[src/rtl/fcr_pkg.sv]
package fcr_pkg;
  localparam int CFG_W = 4;
  localparam int TIM_W = 26;
  localparam int EV_W  = 6;
  localparam int RAW_W = 7;

  localparam logic [15:0] UNLOCK_KEY = 16'hA25E;
  localparam logic [7:0]  CMD_RESET  = 8'hFF;

  localparam int A_CMD  = 0;
  localparam int A_CFG  = 1;
  localparam int A_TIM  = 2;
  localparam int A_KEY  = 3;
  localparam int A_MASK = 4;
  localparam int A_STAT = 5;
  localparam int A_RAW  = 6;

  localparam int EV_WP    = 0;
  localparam int EV_ECC   = 1;
  localparam int EV_DERR  = 2;
  localparam int EV_DFAIL = 3;
  localparam int EV_CRDY  = 4;
  localparam int EV_FRDY  = 5;

  localparam int RW_FRDY = 0;
  localparam int RW_CRDY = 1;
  localparam int RW_ECC  = 2;
  localparam int RW_ERR  = 3;
  localparam int RW_CNT  = 4;
  localparam int RW_FAIL = 6;
endpackage

[src/rtl/fcr_lock_bank.sv]
module fcr_lock_bank #(
  parameter int CFG_W = 4,
  parameter int TIM_W = 26,
  parameter logic [TIM_W-1:0] TIM_RST = '1
) (
  input  logic             clk,
  input  logic             rst_n,
  input  logic             key_ok,
  input  logic             key_bad,
  input  logic             relock,
  input  logic             cfg_sel,
  input  logic             tim_sel,
  input  logic [3:0]       be,
  input  logic [TIM_W-1:0] wdata,
  output logic [CFG_W-1:0] cfg_q,
  output logic [TIM_W-1:0] tim_q,
  output logic             open_q
);
  logic             open_n;
  logic [CFG_W-1:0] cfg_n;
  logic [TIM_W-1:0] tim_n;
  logic             cfg_en;
  logic             tim_en;

  assign cfg_en = cfg_sel && open_q && be[0];
  assign tim_en = tim_sel && open_q;

  always_comb begin
    open_n = open_q;
    if (key_ok)
      open_n = 1'b1;
    else if (key_bad || relock || cfg_sel || tim_sel)
      open_n = 1'b0;
  end

  always_comb begin
    cfg_n = cfg_q;
    if (cfg_en)
      cfg_n = wdata[CFG_W-1:0];
  end

  for (genvar i = 0; i < TIM_W; i++) begin : g_tim_bit
    assign tim_n[i] = (tim_en && be[i/8]) ? wdata[i] : tim_q[i];
  end

  always_ff @(posedge clk or negedge rst_n) begin
    if (!rst_n) begin
      open_q <= 1'b0;
      cfg_q  <= '0;
      tim_q  <= TIM_RST;
    end else begin
      open_q <= open_n;
      cfg_q  <= cfg_n;
      tim_q  <= tim_n;
    end
  end


  open_src_chk: assert property (@(posedge clk) disable iff (!rst_n)
    $rose(open_q) |-> $past(key_ok));


  cfg_guard_chk: assert property (@(posedge clk) disable iff (!rst_n)
    !$stable(cfg_q) |-> $past(open_q && cfg_sel));


  tim_guard_chk: assert property (@(posedge clk) disable iff (!rst_n)
    !$stable(tim_q) |-> $past(open_q && tim_sel));


  relock_chk: assert property (@(posedge clk) disable iff (!rst_n)
    (cfg_sel || tim_sel) |=> !open_q);
endmodule

[src/rtl/fcr_irq_unit.sv]
module fcr_irq_unit
  import fcr_pkg::*;
#(
  parameter int N_EV = EV_W,
  parameter int N_RAW = RAW_W
) (
  input  logic             clk,
  input  logic             rst_n,
  input  logic [N_EV-1:0]  ev,
  input  logic [1:0]       corr_cnt,
  input  logic             mask_wr,
  input  logic [N_EV-1:0]  mask_wdata,
  input  logic             stat_rd,
  input  logic             cmd_wr,
  input  logic             soft_clr,
  output logic [N_EV-1:0]  mask_q,
  output logic [N_EV-1:0]  flag_q,
  output logic [N_RAW-1:0] raw_q,
  output logic             irq_o
);
  logic [N_EV-1:0]  mask_n;
  logic [N_EV-1:0]  flag_n;
  logic [N_RAW-1:0] raw_n;
  logic             flag_wipe;

  assign flag_wipe = stat_rd || soft_clr;

  always_comb begin
    mask_n = mask_q;
    if (mask_wr)
      mask_n = mask_wdata;
  end

  always_comb begin
    flag_n = flag_q;
    if (flag_wipe)
      flag_n = '0;
    flag_n = flag_n | ev;
  end

  always_comb begin
    raw_n = raw_q;
    if (cmd_wr)
      raw_n = '0;
    if (ev[EV_FRDY])
      raw_n[RW_FRDY] = 1'b1;
    if (ev[EV_CRDY])
      raw_n[RW_CRDY] = 1'b1;
    if (ev[EV_ECC])
      raw_n[RW_ECC] = 1'b1;
    if (ev[EV_DERR]) begin
      raw_n[RW_ERR] = 1'b1;
      raw_n[RW_CNT +: 2] = corr_cnt;
    end
    if (ev[EV_DFAIL])
      raw_n[RW_FAIL] = 1'b1;
  end

  always_ff @(posedge clk or negedge rst_n) begin
    if (!rst_n) begin
      mask_q <= '0;
      flag_q <= '0;
      raw_q  <= '0;
    end else begin
      mask_q <= mask_n;
      flag_q <= flag_n;
      raw_q  <= raw_n;
    end
  end

  assign irq_o = |(flag_q & mask_q);


  flag_keep_chk: assert property (@(posedge clk) disable iff (!rst_n)
    (|ev) |=> ((flag_q & $past(ev)) == $past(ev)));


  irq_cause_chk: assert property (@(posedge clk) disable iff (!rst_n)
    $rose(irq_o) |-> ($past(|ev) || $past(mask_wr)));


  raw_fail_chk: assert property (@(posedge clk) disable iff (!rst_n)
    ev[EV_DFAIL] |=> raw_q[RW_FAIL]);


  raw_clear_chk: assert property (@(posedge clk) disable iff (!rst_n)
    (cmd_wr && !(|ev)) |=> (raw_q == '0));
endmodule

[src/rtl/flash_cfg_irq_regs.sv]
module flash_cfg_irq_regs
  import fcr_pkg::*;
#(
  parameter int ADDR_W = 4,
  parameter logic [TIM_W-1:0] TIM_RST = '1
) (
  input  logic              clk,
  input  logic              rst_n,
  input  logic [ADDR_W-1:0] bus_addr,
  input  logic              bus_wr,
  input  logic              bus_rd,
  input  logic [3:0]        bus_be,
  input  logic [31:0]       bus_wdata,
  output logic [31:0]       bus_rdata,
  input  logic              ev_flash_rdy,
  input  logic              ev_ctrl_rdy,
  input  logic              ev_ecc_rdy,
  input  logic              ev_dec_err,
  input  logic              ev_dec_fail,
  input  logic              ev_wp_fault,
  input  logic [1:0]        dec_corr_cnt,
  output logic [CFG_W-1:0]  cfg_o,
  output logic [TIM_W-1:0]  timing_o,
  output logic              irq_o
);
  logic wr_cmd, wr_cfg, wr_tim, wr_key, wr_mask, rd_stat;
  logic key_ok, key_bad, cmd_wr, soft_rst;
  logic upper_clean;
  logic open_q;
  logic [EV_W-1:0]  ev_vec;
  logic [EV_W-1:0]  mask_q, flag_q;
  logic [RAW_W-1:0] raw_q;

  assign wr_cmd  = bus_wr && (bus_addr == ADDR_W'(A_CMD));
  assign wr_cfg  = bus_wr && (bus_addr == ADDR_W'(A_CFG));
  assign wr_tim  = bus_wr && (bus_addr == ADDR_W'(A_TIM));
  assign wr_key  = bus_wr && (bus_addr == ADDR_W'(A_KEY));
  assign wr_mask = bus_wr && (bus_addr == ADDR_W'(A_MASK)) && bus_be[0];
  assign rd_stat = bus_rd && (bus_addr == ADDR_W'(A_STAT));

  assign upper_clean = (!bus_be[2] || (bus_wdata[23:16] == 8'h00)) &&
                       (!bus_be[3] || (bus_wdata[31:24] == 8'h00));
  assign key_ok   = wr_key && (bus_be[1:0] == 2'b11) &&
                    (bus_wdata[15:0] == UNLOCK_KEY) && upper_clean;
  assign key_bad  = wr_key && !key_ok;
  assign cmd_wr   = wr_cmd && bus_be[0];
  assign soft_rst = cmd_wr && (bus_wdata[7:0] == CMD_RESET);

  always_comb begin
    ev_vec           = '0;
    ev_vec[EV_WP]    = ev_wp_fault;
    ev_vec[EV_ECC]   = ev_ecc_rdy;
    ev_vec[EV_DERR]  = ev_dec_err;
    ev_vec[EV_DFAIL] = ev_dec_fail;
    ev_vec[EV_CRDY]  = ev_ctrl_rdy;
    ev_vec[EV_FRDY]  = ev_flash_rdy;
  end

  fcr_lock_bank #(
    .CFG_W   (CFG_W),
    .TIM_W   (TIM_W),
    .TIM_RST (TIM_RST)
  ) u_lock (
    .clk     (clk),
    .rst_n   (rst_n),
    .key_ok  (key_ok),
    .key_bad (key_bad),
    .relock  (soft_rst),
    .cfg_sel (wr_cfg),
    .tim_sel (wr_tim),
    .be      (bus_be),
    .wdata   (bus_wdata[TIM_W-1:0]),
    .cfg_q   (cfg_o),
    .tim_q   (timing_o),
    .open_q  (open_q)
  );

  fcr_irq_unit #(
    .N_EV  (EV_W),
    .N_RAW (RAW_W)
  ) u_irq (
    .clk        (clk),
    .rst_n      (rst_n),
    .ev         (ev_vec),
    .corr_cnt   (dec_corr_cnt),
    .mask_wr    (wr_mask),
    .mask_wdata (bus_wdata[EV_W-1:0]),
    .stat_rd    (rd_stat),
    .cmd_wr     (cmd_wr),
    .soft_clr   (soft_rst),
    .mask_q     (mask_q),
    .flag_q     (flag_q),
    .raw_q      (raw_q),
    .irq_o      (irq_o)
  );

  always_comb begin
    bus_rdata = '0;
    if (bus_rd) begin
      if (bus_addr == ADDR_W'(A_CFG))
        bus_rdata[CFG_W-1:0] = cfg_o;
      else if (bus_addr == ADDR_W'(A_TIM))
        bus_rdata[TIM_W-1:0] = timing_o;
      else if (bus_addr == ADDR_W'(A_KEY))
        bus_rdata[0] = open_q;
      else if (bus_addr == ADDR_W'(A_MASK))
        bus_rdata[EV_W-1:0] = mask_q;
      else if (bus_addr == ADDR_W'(A_STAT))
        bus_rdata[EV_W-1:0] = flag_q;
      else if (bus_addr == ADDR_W'(A_RAW))
        bus_rdata[RAW_W-1:0] = raw_q;
    end
  end


  soft_close_chk: assert property (@(posedge clk) disable iff (!rst_n)
    soft_rst |=> !open_q);
endmodule

[config.mk]
export PLATFORM = sky130hd
export DESIGN_NAME = flash_cfg_irq_regs
export DESIGN_NICKNAME = d
export VERILOG_FILES = /design/src/rtl/fcr_pkg.sv /design/src/rtl/fcr_lock_bank.sv /design/src/rtl/fcr_irq_unit.sv /design/src/rtl/flash_cfg_irq_regs.sv
export SDC_FILE = /design/constraint.sdc
export NUM_CORES = 1
export LEC_CHECK = 0
export BUFFER_PORTS_ARGS = -buffer_cell sky130_fd_sc_hd__buf_2
export CAP_MARGIN = 0
export CORE_AREA = 2 2 110 91
export CTS_CLUSTER_DIAMETER = 100
export DETAILED_ROUTE_END_ITERATION = 12
export DIE_AREA = 0 0 112 93
export HOLD_SLACK_MARGIN = 0.05
export PLACE_DENSITY = 0.56
export RECOVER_POWER = 25
export SYNTH_ARGS = -nofsm -noshare
export SYNTH_HDL_FRONTEND = slang
export SYNTH_SLANG_ARGS = --single-unit
[constraint.sdc]
create_clock -name clk -period 3.49 [get_ports clk]
set_input_delay 0.698 -clock clk [delete_from_list [all_inputs] [get_ports clk]]
set_output_delay 0.698 -clock clk [all_outputs]
set_load 0.05 [all_outputs]
; Word-level counts from Yosys, hierarchy flattened
; Index checks and enable logic that the tools add are counted.
; W data, S select, Z words.
[op_classes]
n_eq_ne = 9
mux = 21
bitwise_logic = 2
reduce_logical = 40
[ops]
columns = op, n
row1 = $mux W26, 1
row2 = $mux W6, 4
row3 = $mux W22, 1
row4 = $logic_and A1 B1 Y1, 21
row5 = $mux W7, 3
row6 = $mux W19, 1
row7 = $eq A16 B16 Y1 const B, 1
row8 = $logic_not A8 Y1, 2
row9 = $eq A4 B3 Y1 const B, 3
row10 = $reduce_bool A2 Y1, 6
row11 = $mux W1, 9
row12 = $eq A4 B2 Y1 const B, 2
row13 = $eq A8 B8 Y1 const B, 1
row14 = $and A6 B6 Y6, 1
row15 = $logic_or A1 B1 Y1, 6
row16 = $or A6 B6 Y6, 1
row17 = $reduce_or A6 Y1, 1
row18 = $eq A4 B1 Y1 const B, 1
row19 = $logic_not A4 Y1, 1
row20 = $mux W4, 1
row21 = $logic_not A1 Y1, 3
row22 = $mux W3, 1
row23 = $eq A2 B2 Y1 const B, 1
[word_totals]
ff_bits = 50
inputBits = 52

; Depth between registers and ports, before layout
[depth]
ltp_word = 12
mapped_depth = 7

; Hierarchy
; A second synthesis with hierarchy kept.
[hier_totals]
hier_cells = 219
area_unflattened_um2 = 2685.1
[modules_own_cells]
columns = module, instances, cells_per_inst, area_each_um2, seq_area_each_um2
row1 = fcr_lock_bank, 1, 70, 1257.5, 808.3
row2 = fcr_irq_unit, 1, 46, 715.7, 475.5
row3 = flash_cfg_irq_regs, 1, 103, 711.9, 0.0

; Worst setup path before layout
; Ideal clock, no wire load.
[synth_timing]
path_kind = input -> output
start = input bus_addr[2]
end = output bus_rdata[6]
arrival_time_ps = 2527
required_time_ps = 2792
path_slack_ps = 265
cell_stages = 3
path_cell_list = buf_2 -> mux2i_1 -> nor4bb_1
[synth_between]
elab_chain_len = 8
[synth_lines]
columns = item, line
row1 = start: declaration, flash_cfg_irq_regs.sv:9  ; input logic [ADDR_W-1:0] bus_addr,
row2 = $eq A4 B3 Y1, flash_cfg_irq_regs.sv:110  ; else if (bus_addr == ADDR_W'(A_RAW))
row3 = $mux W7, flash_cfg_irq_regs.sv:110
row4 = $mux W1, flash_cfg_irq_regs.sv:108  ; else if (bus_addr == ADDR_W'(A_STAT))
row5 = $mux W1, flash_cfg_irq_regs.sv:106  ; else if (bus_addr == ADDR_W'(A_MASK))
row6 = $mux W6, flash_cfg_irq_regs.sv:104  ; else if (bus_addr == ADDR_W'(A_KEY))
row7 = $mux W7, flash_cfg_irq_regs.sv:102  ; else if (bus_addr == ADDR_W'(A_TIM))
row8 = $mux W22 *, flash_cfg_irq_regs.sv:100  ; if (bus_addr == ADDR_W'(A_CFG))
row9 = $mux W26 *, flash_cfg_irq_regs.sv:99  ; if (bus_rd) begin
row10 = end: declaration, flash_cfg_irq_regs.sv:14  ; output logic [31:0] bus_rdata,
; Every way passes the cells marked *; elsewhere a longest branch is shown, timed or not.

; Worst setup path after layout
[layout_timing]
start = input bus_addr[1]
end = output bus_rdata[0]
[layout_between]
elab_chain_len = 8
[layout_lines]
columns = item, line
row1 = $eq A4 B3 Y1, flash_cfg_irq_regs.sv:110
row2 = $mux W7, flash_cfg_irq_regs.sv:110
row3 = $mux W6, flash_cfg_irq_regs.sv:108
row4 = $mux W6, flash_cfg_irq_regs.sv:106
row5 = $mux W1, flash_cfg_irq_regs.sv:104
row6 = $mux W7, flash_cfg_irq_regs.sv:102
row7 = $mux W4 *, flash_cfg_irq_regs.sv:100
row8 = $mux W26 *, flash_cfg_irq_regs.sv:99
; Marks and branches as above.

==> metrics.txt <==
register area=roughly 1300 um^2; post-synth top area cell=dfstp_2; Pre-antenna DRT Iters=4; Async S/R FF share, synth=100%; Netlist cell types=43; IO buf count=roughly 110; area delta synth->final=28.5%; # diodes=0; cell mode on critical path=buf_2; setup TNS=0 ns; global route total overflow=0; P_leak=1.79 nW; Reg2Reg Launch Point=u_lock.open_q; Iter 0 DRT Violations=approximately 80; WS Path Type=primary input to output port; fraction of layout cells with a size suffix above 1=between 50% and 60%; Final Skew=slightly above 0.003 ns; Routed Antenna Nets=0; worst vdd ir=204 uV; Core Rows=32; H-tree Lvls=2; Main synth FF type=dfstp_2; hold bufs inserted after CTS=0; Multi-input gate area=between 1000 and 1500 um^2; Post-Layout Cell Count=between 400 and 500; clk_lat worst skew=slightly below 0.3 ns; failing checks=capacitance limit, slew limit; Slowest-stage cell, CP=and2_1; Ports=115; Placed Instance Area=approximately 3400 um^2; WHS Path Cells=1; core area=9370 um^2; first-pass GRT wire length=approximately 11,000 um; reg2reg end=u_lock.cfg_q[3]; Pwr Density=375 nW/um^2; worst reg-to-reg path cell count=3; total power=1.32 mW; routability-driven placement congestion ratio=0.770; DR vias=approximately 2,100; Initial Utilization=between 20% and 30%; worst slew pin tran=between 1.5 and 2 ns; total die area=roughly 10,000 um^2; Worst setup SP type=primary input; Critical Path Fanout Max=18; Clock Path Buffers=2; vias in the first global route=roughly 2,100; Inserted Clock Buffers=5; Worst Hold Endpoint=u_irq.raw_q[2]; status=complete, but fails checks; CTS sink cnt=50; number of antenna violations at the first check in global routing=0; gate count of the mapped netlist=221; fillers=about 930; fin crit share=between 80% and 90%; CP arrival=approximately 2.2 ns; Post-synth EDFFs=0; Final Setup Violations=0; DRC=0; sequential element share of the synthesized area=between 40% and 50%; Slew headroom=-4.18%; Fmax=0.343 GHz; clk root buf=clkbuf_16; Critical Path Max Stage Delay=~0.33 ns; vias per std cell=around 4.7; cell family contributing the most delay on the critical path=buffers and inverters; Die X=roughly 110 um; Routed WL=around 7300 um; maxcap violations=1; Hold Path Class=flop to flop; average cell area after synthesis=about 12 um^2; Setup Fix Bufs, Post-CTS=0; number of synthesis warnings=0; DP Wirelength=5810 um; final instance area=3520 um^2; CTS tree=done; hold_sp=u_irq.raw_q[2]; synthesized flop and latch total=50; post-synth top area share=about a quarter; largest cells by area after synthesis=dfstp_2 25%, dfrtp_1 22%, mux2_4 14%; Die H=93 um; flop-to-flop setup slack=~2.2 ns; Avg WL per Cell=16.3 um; crit-path cells=buf_2 > nor2b_1 > and2_1 > buf_4 > a32o_1 > o21a_1 > buf_2; Mapped Area=2740 um^2; Final Critical Period=a little under 3 ns; Pins Over Slew Limit=30; nets=between 300 and 400; unrepaired setup endpoints after global routing=false; largest net degree at the start of global routing=30; Worst Path Buf+Inv=3; post-cts sizing count=0; Critical Path RT=approximately 2.8 ns; placed insts=about 440; clock slew seen by the registers of the worst setup and hold paths=0.06 ns; Hold Vio Cnt, Final=0; critical path endpoint category=output port; Global Route Usage Sum=between 10% and 20%
==> synth_stat cells (2+ instances only) <==
master	instances
a22oi_1	3
buf_4	8
nor4_1	4
nand3_1	7
dfstp_2	26
a21o_1	11
a21oi_1	5
nand2_8	3
nor4b_1	2
and3_1	20
nand2_1	11
dfrtp_1	24
o21ai_0	8
mux2_2	11
mux2_4	26
and2_1	3
nor2_1	4
clkbuf_1	3
nor2_4	2
a2bb2oi_1	6
nand4_1	2
nor4bb_1	2
mux2i_1	6
buf_2	3
nor2b_1	3
==> metal layers <==
metal | up-vias | wire length [um] | global-route usage, %
li1 | 1024 | - | -
met1 | 1025 | 3590 | 20.3
met2 | 62 | 3300 | 20.8
met3 | 4 | 372 | 2.98
met4 | 0 | 44 | 3.35
met5 | - | 0 | 0
==> worst max-delay path by stage <==
stage / from / end / cells after the start
finish: bus_addr[1] / bus_rdata[0] / 7
detailed placement: bus_addr[1] / bus_rdata[0] / 7
global route: bus_addr[1] / bus_rdata[0] / 7
CTS: bus_addr[1] / bus_rdata[0] / 7
global placement: bus_addr[1] / bus_rdata[0] / 7
floorplan: bus_addr[2] / bus_rdata[6] / 3
==> worst register-to-register path, delay by kind of cell (launching register included) <==
family        cells  cell delay (ns)
flops             1             0.39
simple gates      2             0.42
mux               1             0.38
==> kinds of logic after synthesis <==
kind of cell	Yosys count	synth area share, %
and+or+nand+nor	71	17.7
DFF	50	46.8
muxes	43	21.0
AOI/OAI and AO/OA	40	10.3
buffers and inverters	16	4.06
other	1	0.137
==> power breakdown <==
part           leakage (nW)  internal (mW)  switching [mW]
sequential            0.537          0.599          0.0157
clock                0.0824          0.311           0.219
combinational          1.17         0.0666           0.110
==> stage by stage <==
stage / setup slack [ns] / hold WS [ns] / util (%)
6_report: 0.573 / 0.480 / 37.6
5_1_grt: 0.443 / 0.506 / 37.6
4_1_cts: 0.591 / 0.462 / 37.7
3_5_place_dp: 0.590 / 0.470 / 35.9
3_3_place_gp: 0.631 / 0.471 / 35.9
2_1_floorplan: 0.265 / 0.402 / -
==> flip-flops by register name, indices dropped and copies added (netlist names) <==
name and cells:
u_lock.open_q 1, u_lock.cfg_q 4, u_irq.raw_q 7, u_irq.flag_q 6
u_irq.mask_q 6, u_lock.tim_q 26
==> cell type report <==
type / count / area share [%]
sequential: 50 / 36.4
tap: 119 / 4.23
clock buffer: 6 / 4.26
multi-input combinational: 160 / 38.7
timing repair buffer: 112 / 16.0
clock inverter: 2 / 0.391
==> cell usage in the layout (no fill, tap or decap), types with 2 or more instances in the layout <==
cell	n
nor4bb_1	2
nand2_8	3
dfstp_2	26
o21ai_0	8
nor4_1	4
mux2_2	11
a21oi_1	5
nand4_1	2
nor4b_1	2
nand3_1	7
a22oi_1	3
mux2i_1	6
a2bb2oi_1	6
buf_2	107
nor2_1	4
clkbuf_1	3
nand2_1	11
buf_4	2
conb_1	6
nor2_4	2
dfrtp_1	24
and2_1	3
a21o_1	11
clkbuf_16	6
and3_1	20
nor2b_1	3
mux2_4	26
Note: power is estimated with default switching activity, not from simulation.
